===== src/rtl/pci_tf_pkg.sv =====
package pci_tf_pkg;

   typedef enum logic [3:0] {
      KIND_NONE   = 4'd0,
      KIND_INTA   = 4'd1,
      KIND_SPEC   = 4'd2,
      KIND_MRD    = 4'd3,
      KIND_MWR    = 4'd4,
      KIND_CRD    = 4'd5,
      KIND_CWR    = 4'd6,
      KIND_MRDM   = 4'd7,
      KIND_DUAL   = 4'd8,
      KIND_MRDL   = 4'd9,
      KIND_MWRI   = 4'd10,
      KIND_RSVD   = 4'd15
   } cmd_kind_e;

   typedef enum logic [0:0] {
      ST_IDLE = 1'b0,
      ST_DATA = 1'b1
   } tf_state_e;

endpackage


===== src/rtl/pci_tf_cmd_dec.sv =====
module pci_tf_cmd_dec
   import pci_tf_pkg::*;
#(
   parameter int CMD_W = 4
) (
   input  logic [CMD_W-1:0] cmd_i,
   output cmd_kind_e        kind_o,
   output logic             rsvd_o
);

   always_comb begin
      kind_o = KIND_RSVD;
      case (cmd_i)
         4'b0000: kind_o = KIND_INTA;
         4'b0001: kind_o = KIND_SPEC;
         4'b0110: kind_o = KIND_MRD;
         4'b0111: kind_o = KIND_MWR;
         4'b1010: kind_o = KIND_CRD;
         4'b1011: kind_o = KIND_CWR;
         4'b1100: kind_o = KIND_MRDM;
         4'b1101: kind_o = KIND_DUAL;
         4'b1110: kind_o = KIND_MRDL;
         4'b1111: kind_o = KIND_MWRI;
         default: kind_o = KIND_RSVD;
      endcase
      rsvd_o = (kind_o == KIND_RSVD);
   end

endmodule


===== src/rtl/pci_tf_lane_chk.sv =====
module pci_tf_lane_chk #(
   parameter int LANES = 4
) (
   input  logic [LANES-1:0] be_n_i,
   output logic             all_on_o
);

   generate
      if (LANES == 1) begin : g_single
         assign all_on_o = ~be_n_i[0];
      end else begin : g_multi
         logic [LANES-1:0] lane_on;
         for (genvar k = 0; k < LANES; k++) begin : g_lane
            assign lane_on[k] = ~be_n_i[k];
         end
         assign all_on_o = &lane_on;
      end
   endgenerate

endmodule


===== src/rtl/pci_tf_addr_ctr.sv =====
module pci_tf_addr_ctr #(
   parameter int AW   = 32,
   parameter int STEP = 4
) (
   input  logic          clk,
   input  logic          rst_n,
   input  logic          load_i,
   input  logic [AW-1:0] load_val_i,
   input  logic          adv_i,
   output logic [AW-1:0] addr_o
);

   localparam logic [AW-1:0] INC = AW'(STEP);

   always_ff @(posedge clk) begin
      if (!rst_n) begin
         addr_o <= '0;
      end else if (load_i) begin
         addr_o <= load_val_i;
      end else if (adv_i) begin
         addr_o <= addr_o + INC;
      end
   end

endmodule


===== src/rtl/pci_tgt_cmd_filter.sv =====
module pci_tgt_cmd_filter
   import pci_tf_pkg::*;
#(
   parameter int AW    = 32,
   parameter int DW    = 32,
   parameter int CMD_W = 4
) (
   input  logic            clk,
   input  logic            rst_n,
   input  logic            frame_n,
   input  logic            irdy_n,
   input  logic            trdy_n,
   input  logic [DW-1:0]   ad_i,
   input  logic [DW/8-1:0] cbe_n_i,
   output logic            addr_vld_o,
   output logic [AW-1:0]   addr_o,
   output logic [3:0]      cmd_kind_o,
   output logic            reserved_o,
   output logic            beat_acc_o,
   output logic            beat_drop_o,
   output logic            beat_last_o,
   output logic [AW-1:0]   beat_addr_o,
   output logic [DW-1:0]   beat_data_o,
   output logic            xact_ign_o
);

   localparam int LANES = DW / 8;
   localparam int STEP  = LANES;

   generate
      if (DW % 8 != 0 || DW < 8) begin : g_bad_dw
         $error("pci_tgt_cmd_filter: DW must be a positive multiple of 8");
      end
      if (CMD_W != 4) begin : g_bad_cmd
         $error("pci_tgt_cmd_filter: CMD_W must be 4");
      end
      if (LANES < CMD_W) begin : g_bad_lanes
         $error("pci_tgt_cmd_filter: too few lane enables to carry a command");
      end
      if (AW > DW || AW < 2) begin : g_bad_aw
         $error("pci_tgt_cmd_filter: AW must fit on the data lines");
      end
   endgenerate

   tf_state_e        state_q;
   cmd_kind_e        kind_d;
   cmd_kind_e        kind_q;
   logic             rsvd_d;
   logic             rsvd_q;
   logic             lanes_full;
   logic             addr_phase;
   logic             beat_done;
   logic             beat_take;
   logic [AW-1:0]    cur_addr;

   pci_tf_cmd_dec #(.CMD_W(CMD_W)) u_dec (
      .cmd_i  (cbe_n_i[CMD_W-1:0]),
      .kind_o (kind_d),
      .rsvd_o (rsvd_d)
   );

   pci_tf_lane_chk #(.LANES(LANES)) u_lanes (
      .be_n_i   (cbe_n_i),
      .all_on_o (lanes_full)
   );

   assign addr_phase = (state_q == ST_IDLE) && !frame_n;
   assign beat_done  = (state_q == ST_DATA) && !irdy_n && !trdy_n;
   assign beat_take  = beat_done && !rsvd_q && lanes_full;

   pci_tf_addr_ctr #(.AW(AW), .STEP(STEP)) u_actr (
      .clk        (clk),
      .rst_n      (rst_n),
      .load_i     (addr_phase),
      .load_val_i (ad_i[AW-1:0]),
      .adv_i      (beat_done),
      .addr_o     (cur_addr)
   );

   always_ff @(posedge clk) begin
      if (!rst_n) begin
         state_q <= ST_IDLE;
      end else begin
         case (state_q)
            ST_IDLE: if (addr_phase) state_q <= ST_DATA;
            ST_DATA: if (beat_done && frame_n) state_q <= ST_IDLE;
            default: state_q <= ST_IDLE;
         endcase
      end
   end

   always_ff @(posedge clk) begin
      if (!rst_n) begin
         addr_vld_o  <= 1'b0;
         beat_acc_o  <= 1'b0;
         beat_drop_o <= 1'b0;
         beat_last_o <= 1'b0;
      end else begin
         addr_vld_o  <= addr_phase;
         beat_acc_o  <= beat_take;
         beat_drop_o <= beat_done && !beat_take;
         beat_last_o <= beat_done && frame_n;
      end
   end

   always_ff @(posedge clk) begin
      if (!rst_n) begin
         addr_o     <= '0;
         kind_q     <= KIND_NONE;
         rsvd_q     <= 1'b0;
         xact_ign_o <= 1'b0;
      end else if (addr_phase) begin
         addr_o     <= ad_i[AW-1:0];
         kind_q     <= kind_d;
         rsvd_q     <= rsvd_d;
         xact_ign_o <= rsvd_d;
      end else if (beat_done && !beat_take) begin
         xact_ign_o <= 1'b1;
      end
   end

   always_ff @(posedge clk) begin
      if (!rst_n) begin
         beat_addr_o <= '0;
         beat_data_o <= '0;
      end else begin
         if (beat_done) beat_addr_o <= cur_addr;
         if (beat_take) beat_data_o <= ad_i;
      end
   end

   assign cmd_kind_o = kind_q;
   assign reserved_o = rsvd_q;

endmodule


===== config.mk =====
export PLATFORM = sky130hd
export DESIGN_NAME = pci_tgt_cmd_filter
export DESIGN_NICKNAME = d
export VERILOG_FILES = /design/src/rtl/pci_tf_pkg.sv /design/src/rtl/pci_tf_cmd_dec.sv /design/src/rtl/pci_tf_lane_chk.sv /design/src/rtl/pci_tf_addr_ctr.sv /design/src/rtl/pci_tgt_cmd_filter.sv
export SDC_FILE = /design/constraint.sdc
export NUM_CORES = 1
export LEC_CHECK = 0
export BUFFER_PORTS_ARGS = -buffer_cell sky130_fd_sc_hd__buf_4
export CORE_MARGIN = 2
export CORE_UTILIZATION = 41
export DETAILED_ROUTE_END_ITERATION = 8
export GPL_ROUTABILITY_DRIVEN = 0
export GPL_TIMING_DRIVEN = 0
export SYNTH_ARGS = -nofsm -noshare
export SYNTH_HDL_FRONTEND = slang
export SYNTH_SLANG_ARGS = --single-unit

===== constraint.sdc =====
create_clock -name clk -period 3.6 [get_ports clk]
set_input_delay 0.72 -clock clk [delete_from_list [all_inputs] [get_ports clk]]
set_output_delay 0.72 -clock clk [all_outputs]
set_load 0.02 [all_outputs]

==> results.sh, run 1 <==
export IMPL_status="finished, final reports clean"
export IMPL_rows=43
export IMPL_min_period_ns=2.46
export IMPL_grt_pass1_wl_um=30100
export IMPL_synthMuxAreaShare_pct=1.89
export IMPL_postLayoutCoreUtil_pct=55.5
export IMPL_grt_start_max_net_pins=17
export IMPL_initial_core_util_pct=41.8
export IMPL_max_freq_mhz=407
export IMPL_synth_simple_area_share_pct=25.5
export IMPL_tightest_slew_ns=0.824
export IMPL_via_per_inst=5.45
export IMPL_r2r_cells=6
export IMPL_antenna_cells=0
export IMPL_endpoint="beat_data_o[9]$_SDFFE_PN0P_"
export IMPL_grt_use_met3_pct=8.41
export IMPL_die_w_um=122
export IMPL_cts_hold_buf=0
export IMPL_cts_buffer_depth=2
export IMPL_detailed_place_hpwl_um=14600
export IMPL_synth_area_per_cell_um2=7.99
export IMPL_p_leak_nw=2.97
export IMPL_root_buffer="clkbuf_16"
export IMPL_power_density_nw_per_um2=483
export IMPL_synth_top_family_by_area="simple AND/OR/NAND/NOR gates"
export IMPL_setup_viol=0
export IMPL_drtPass1Iterations=4
export IMPL_ys_types=56
export IMPL_die_area_um2=15000
export IMPL_fin_crit_sh_pct=68.3
export IMPL_post_cts_setup_buffers=0
export IMPL_area_growth_pct=32.8
export IMPL_cts_tree="done"
export IMPL_fp_coreArea_um2=13800
export IMPL_portBuffers=145
export IMPL_synth_fa_ha_area_share_pct=1.30
export IMPL_io_pins=147
export IMPL_fin_setup_tns_ns=0
export IMPL_cts_sinks=139
export IMPL_seq_area_frac_synth_pct=48.4
export IMPL_final_common_cell="nand2_1"
export IMPL_drv_cap=0
export IMPL_ant_nets=0
export IMPL_critPathRequiredTime_ns=3.89
export IMPL_synth_fp_nets=767
export IMPL_die_y_um=122
export IMPL_yosysWarnings=0
export IMPL_critPathLaunchType="input pin"
export IMPL_drive_gt1_share_pct=22.4
export IMPL_reg2reg_slack_ns=1.31
export IMPL_clk_latency_ns=0.43
export IMPL_vias=5867
export IMPL_finalClockSkew_ns=0.00785
export IMPL_drtIter0Drc=423
export IMPL_ys_flop_type="dfxtp_1"
export IMPL_grt_busiest_layer="met2"
export IMPL_synth_top_area_share_pct=48.4
export IMPL_cts_buffers=17
export IMPL_synth_compound_area_share_pct=18.1
export IMPL_cp_startpoint="cbe_n_i[1]"
export IMPL_report_final_hold_viol_count=0
export IMPL_hold_path_class="register to register"
export IMPL_min_from="beat_addr_o[24]$_SDFFE_PN0P_"
export IMPL_grt_overflow=0
export IMPL_avgRoutedWirePerCell_um=18.0
export IMPL_async_reset_ff_share_pct=0
export IMPL_r2r_start="state_q$_SDFF_PN0_"
export IMPL_netlist_instances=720
export IMPL_met1_usage_pct=35.8
export IMPL_rsz0062_at_grt="false"
export IMPL_grt_pass1_vias=5577
export IMPL_end_kind="register"
export IMPL_num_nets_final=931
export IMPL_antenna_found_initial=0
export IMPL_timing_rr_end="addr_o[10]$_SDFFE_PN0P_"
export IMPL_cp_max_fo=10
export IMPL_clkTransAtPathRegs_ns=0.06
export IMPL_yosys_area_top_type="dfxtp_1"
export IMPL_worstPathArrival_ns=2.75
export IMPL_slew_limit_headroom_pct=44.3
export IMPL_ir_drop_v=0.000287
export IMPL_syn_area_um2=5750
export IMPL_crit_type="input pin to register"
export IMPL_synth_area_leaders="dfxtp_1 48%, nand2_1 14%, a21oi_1 9.9%"
export IMPL_report_final_slew_viol_count=0
export IMPL_htreeDepth=4
export IMPL_grtUsageTotal_pct=26.7
export IMPL_drcViolationCount=0
export IMPL_drt_total_wl_um=19400
export IMPL_gr_usage_met2_pct=40.2
export IMPL_synth_edf_count=0
export IMPL_layout_common_cells="222 x nand2_1, 148 x buf_4, 139 x dfxtp_1, 114 x a21oi_1, 38 x clkbuf_1"
export IMPL_synth_xor_area_share_pct=0.304
export IMPL_ctsResizeCount=0
export IMPL_ys_ff_latch=139
per-stage QoR:
step	setup slack [ns]	hold slack, ns	area (µm²)	power (mW)	std cells
global route	0.945	0.469	7640	3.82	1076
detailed placement	0.712	0.447	7070	2.03	1045
global placement	0.730	0.436	7070	2.02	1045
floorplan	1.40	0.432	5750	1.85	720
finish	1.14	0.452	7640	3.69	1076
CTS	1.14	0.455	7640	3.71	1076
cells in the mapped netlist, types with 2 or more instances:
cell,count
a311oi_1,2
o41ai_1,2
nand4b_1,2
or3_1,8
a21oi_1,114
or4_1,9
buf_1,7
o311ai_0,5
a21boi_0,4
and4_1,3
o31a_1,2
mux2_2,5
ha_1,6
nor3b_1,3
nand2_1,222
buf_2,8
nor3_1,7
o31ai_1,2
nand3_1,12
nand4_1,12
mux2i_1,3
a221oi_1,2
nand2b_1,2
o2111ai_1,3
o21a_1,4
o21ai_0,9
xnor2_1,2
nor2_1,13
dfxtp_1,139
clkbuf_1,37
nor4b_1,2
or2_2,4
inv_1,6
o211ai_1,3
a31oi_1,17
and2_1,2
nor4_1,9
buf_4,3
and3_1,8
worst min path at each step:
stage	depth (start not counted)	slack, ns	end
after detailed placement	2	0.45	u_actr.addr_o[0]$_SDFFE_PN0P_
final	2	0.45	beat_addr_o[24]$_SDFFE_PN0P_
after floorplan	2	0.43	beat_addr_o[0]$_SDFFE_PN0P_
after global routing	2	0.47	beat_data_o[20]$_SDFFE_PN0P_
after global placement	2	0.44	beat_addr_o[0]$_SDFFE_PN0P_
after CTS	2	0.46	beat_addr_o[24]$_SDFFE_PN0P_
area by class of cell:
| type | count | area, µm² |
|---|---|---|
| fillers | 1361 | 6130 |
| flip-flops and latches | 139 | 2780 |
| multi-input cells | 518 | 2710 |
| repair buffers | 145 | 1090 |
| clock buffers | 24 | 512 |
| plain buffers | 56 | 233 |
| well taps | 180 | 225 |
| clock inverters | 7 | 62.6 |
| inverters | 7 | 26.3 |
logic make-up after synthesis:
logic type | Yosys count
xor gates and xnor gates | 2
and+or+nand+nor | 323
buffers and inverters | 63
DFF | 139
muxes | 9
adders and majority gates | 6
AOI/OAI and AO/OA | 178
report_power, final:
part | switching (mW) | internal, mW
combinational | 0.228 | 0.134
clock | 0.640 | 1.05
sequential | 0.0439 | 1.59
total | 0.912 | 2.78
sequential cells by signal, summed over array words and instances (netlist names), 4 cells and up:
register	cells
beat_data_o	32
cmd_kind_o	4
addr_o	32
u_actr.addr_o	32
beat_addr_o	32
per-layer routing:
| metal | vias up | wire, µm |
|---|---|---|
| met5 | - | 0 |
| met4 | 0 | 363 |
| met3 | 26 | 1870 |
| met2 | 250 | 8660 |
| met1 | 2756 | 8490 |
| li1 | 2835 | - |
critical path, cell delays in order:
cell	delay, ns
buf_4	0.14
inv_1	0.10
ha_1	0.17
nor4b_1	0.68
nand2_1	0.40
clkbuf_1	0.33
nand2_1	0.14
a21oi_1	0.07
Note: power is estimated with default switching activity, not from simulation.
==> run 2: changes to the inputs <==
--- a/config.mk
+++ b/config.mk
@@ -5,6 +5,7 @@
 export SDC_FILE = /design/constraint.sdc
 export NUM_CORES = 1
 export LEC_CHECK = 0
+export ABC_AREA = 1
 export BUFFER_PORTS_ARGS = -buffer_cell sky130_fd_sc_hd__buf_4
 export CORE_MARGIN = 2
 export CORE_UTILIZATION = 41
==> constraint.sdc (replaced) <==
create_clock -name clk -period 2.4 [get_ports clk]
set_input_delay 0.48 -clock clk [delete_from_list [all_inputs] [get_ports clk]]
set_output_delay 0.48 -clock clk [all_outputs]
set_load 0.02 [all_outputs]
==> results.sh, run 2 <==
export IMPL_synth_fa_ha_area_share_pct=1.25
export IMPL_die_area_um2=15700
export IMPL_synth_edf_count=0
export IMPL_synth_top_family_by_area="simple AND/OR/NAND/NOR gates"
export IMPL_drv_cap=0
export IMPL_cts_tree="done"
export IMPL_io_pins=147
export IMPL_detailed_place_hpwl_um=14100
export IMPL_antenna_found_initial=0
export IMPL_layout_common_cells="193 x nand2_1, 148 x buf_4, 139 x dfxtp_1, 136 x nor2_1, 87 x a21oi_1"
export IMPL_avgRoutedWirePerCell_um=15.3
export IMPL_clkTransAtPathRegs_ns=0.06
export IMPL_final_common_cell="nand2_1"
export IMPL_postLayoutCoreUtil_pct=55.0
export IMPL_clk_latency_ns=0.42
export IMPL_rows=44
export IMPL_tightest_slew_ns=0.628
export IMPL_critPathLaunchType="register"
export IMPL_fillers=1428
export IMPL_root_buffer="clkbuf_16"
export IMPL_critPathRequiredTime_ns=2.77
export IMPL_drt_total_wl_um=18500
export IMPL_status="finished, final reports clean"
export IMPL_report_final_slew_viol_count=0
export IMPL_async_reset_ff_share_pct=0
export IMPL_yosys_top_cells_count="193 x nand2_1, 139 x dfxtp_1, 136 x nor2_1, 87 x a21oi_1, 73 x inv_1"
export IMPL_synth_xor_area_share_pct=0.436
export IMPL_yosysMostFrequentCell="nand2_1"
export IMPL_initial_core_util_pct=41.8
export IMPL_portBuffers=145
export IMPL_drtIter0Drc=433
export IMPL_multi_input_area_um2=2740
export IMPL_seq_area_frac_synth_pct=46.2
export IMPL_cts_buffer_depth=2
export IMPL_ys_flop_type="dfxtp_1"
export IMPL_die_w_um=125
export IMPL_synth_area_per_cell_um2=7.10
export IMPL_crit_chain="nor2_2 > buf_1 > nand2_1 > o21ai_0 > inv_1 > nand3_1 > nand2_1 > inv_1"
export IMPL_post_cts_setup_buffers=0
export IMPL_synth_simple_area_share_pct=28.5
export IMPL_area_growth_pct=31.7
export IMPL_power_density_nw_per_um2=719
export IMPL_final_cells=1209
export IMPL_cp_max_fo=10
export IMPL_rsz0062_at_grt="false"
export IMPL_drive_gt1_share_pct=22.6
export IMPL_crit_type="register to register"
export IMPL_fin_crit_sh_pct=70.2
export IMPL_yosys_area_top_type="dfxtp_1"
export IMPL_hold_path_class="input pin to register"
export IMPL_min_period_ns=1.68
export IMPL_grt_overflow=0
export IMPL_ir_drop_v=0.000496
export IMPL_grtUsageTotal_pct=23.5
export IMPL_slowest_delay_ns=0.43
export IMPL_report_final_hold_viol_count=0
export IMPL_via_per_inst=4.81
export IMPL_pre_cts_ws_ns=0.425
export IMPL_power_mw=5.70
export IMPL_critPathSlowestCell="buf_1"
export IMPL_cp_buffers_inverters=3
export IMPL_ys_ff_latch=139
export IMPL_fp_coreArea_um2=14400
export IMPL_drtPass1Iterations=5
export IMPL_worstPathArrival_ns=2.06
export IMPL_die_y_um=125
export IMPL_antenna_cells=0
export IMPL_dp_cells=1178
export IMPL_netlist_instances=849
export IMPL_slew_limit_headroom_pct=58.1
export IMPL_cts_buffers=17
export IMPL_num_nets_final=1060
export IMPL_ys_types=30
export IMPL_synth_compound_area_share_pct=15.2
export IMPL_syn_area_um2=6030
export IMPL_drcViolationCount=0
export IMPL_grt_start_max_net_pins=17
export IMPL_ctsResizeCount=0
export IMPL_critPathTopFamily="simple AND/OR/NAND/NOR gates"
export IMPL_fin_setup_tns_ns=0
export IMPL_end_kind="register"
export IMPL_synth_fp_nets=896
export IMPL_ant_nets=0
export IMPL_synthMuxAreaShare_pct=0
export IMPL_finalClockSkew_ns=0.00804
export IMPL_grt_pass1_vias=5283
export IMPL_synth_area_leaders="dfxtp_1 46%, nand2_1 12%, nor2_1 8.5%"
export IMPL_layout_setup_ws_ns=0.716
export IMPL_p_leak_nw=3.65
export IMPL_seqCellArea_um2=2780
export IMPL_cts_sinks=139
export IMPL_grt_pass1_wl_um=28700
export IMPL_max_freq_mhz=594
export IMPL_vias=5818
export IMPL_cts_hold_buf=0
export IMPL_synth_top_area_share_pct=46.2
export IMPL_yosysWarnings=0
export IMPL_htreeDepth=4
export IMPL_setup_viol=0
==> run 2: cell count changes after synthesis, sizes merged, moves of 7 or more <==
cell / change
a21oi: -27
nand4: -9
nor4: -9
nor3: -7
nor2: +146
nand3: +30
or4: -9
and3: -8
a31oi: -13
o21ai: +64
clkbuf: -19
or3: -8
nand2: -24
inv: +72
==> run 2: area by class of cell <==
type / count / area share [%]
plain buffers: 41 / 2.62
clock buffers: 25 / 6.37
clock inverters: 6 / 1.07
inverters: 80 / 3.78
multi-input cells: 589 / 34.5
flip-flops and latches: 139 / 35.1
well taps: 184 / 2.90
repair buffers: 145 / 13.7
==> run 2: logic make-up after synthesis <==
family,count (synthesis)
and+or+nand+nor,404
AOI/OAI and AO/OA,176
DFF,139
buffers and inverters,121
adders and majority gates,6
xor gates and xnor gates,3
==> run 2: through the flow <==
| stage | hold WS [ns] | instance area [µm²] |
|---|---|---|
| detailed placement | 0.454 | 7350 |
| finish | 0.251 | 7940 |
| CTS | 0.242 | 7940 |
| global route | 0.256 | 7940 |
| floorplan | 0.440 | 6030 |
| global placement | 0.449 | 7350 |
==> run 2: worst reg2reg max path: cells and delay by family (launching register included) <==
kind / cells / cell delay [ns]
AND/OR/NAND/NOR: 4 / 0.63
buffers and inverters: 3 / 0.54
flip-flops: 1 / 0.33
AO/OA/AOI/OAI: 1 / 0.13
==> run 2: path summary, 6_finish.rpt <==
path | start | endpoint | slack [ns] | depth (start not counted)
worst max-delay path | state_q$_SDFF_PN0_ | u_actr.addr_o[31]$_SDFFE_PN0P_ | 0.72 | 8
worst min-delay path | frame_n | state_q$_SDFF_PN0_ | 0.25 | 2
worst max register to register | state_q$_SDFF_PN0_ | u_actr.addr_o[31]$_SDFFE_PN0P_ | 0.72 | 8
worst min register to register | beat_addr_o[29]$_SDFFE_PN0P_ | beat_addr_o[29]$_SDFFE_PN0P_ | 0.46 | 1
==> run 2: routing by layer <==
metal / global-route usage, % / up-vias / share of wire [%]
li1: - / 3026 / -
met1: 34.0 / 2572 / 49
met2: 33.9 / 198 / 42
met3: 7.15 / 22 / 7.6
met4: 6.54 / 0 / 1.6
met5: 0 / - / 0
==> run 2: report_power, final <==
| part | switching, mW | internal (mW) |
|---|---|---|
| Combinational | 0.378 | 0.223 |
| Sequential | 0.0698 | 2.40 |
| Clock | 0.974 | 1.66 |
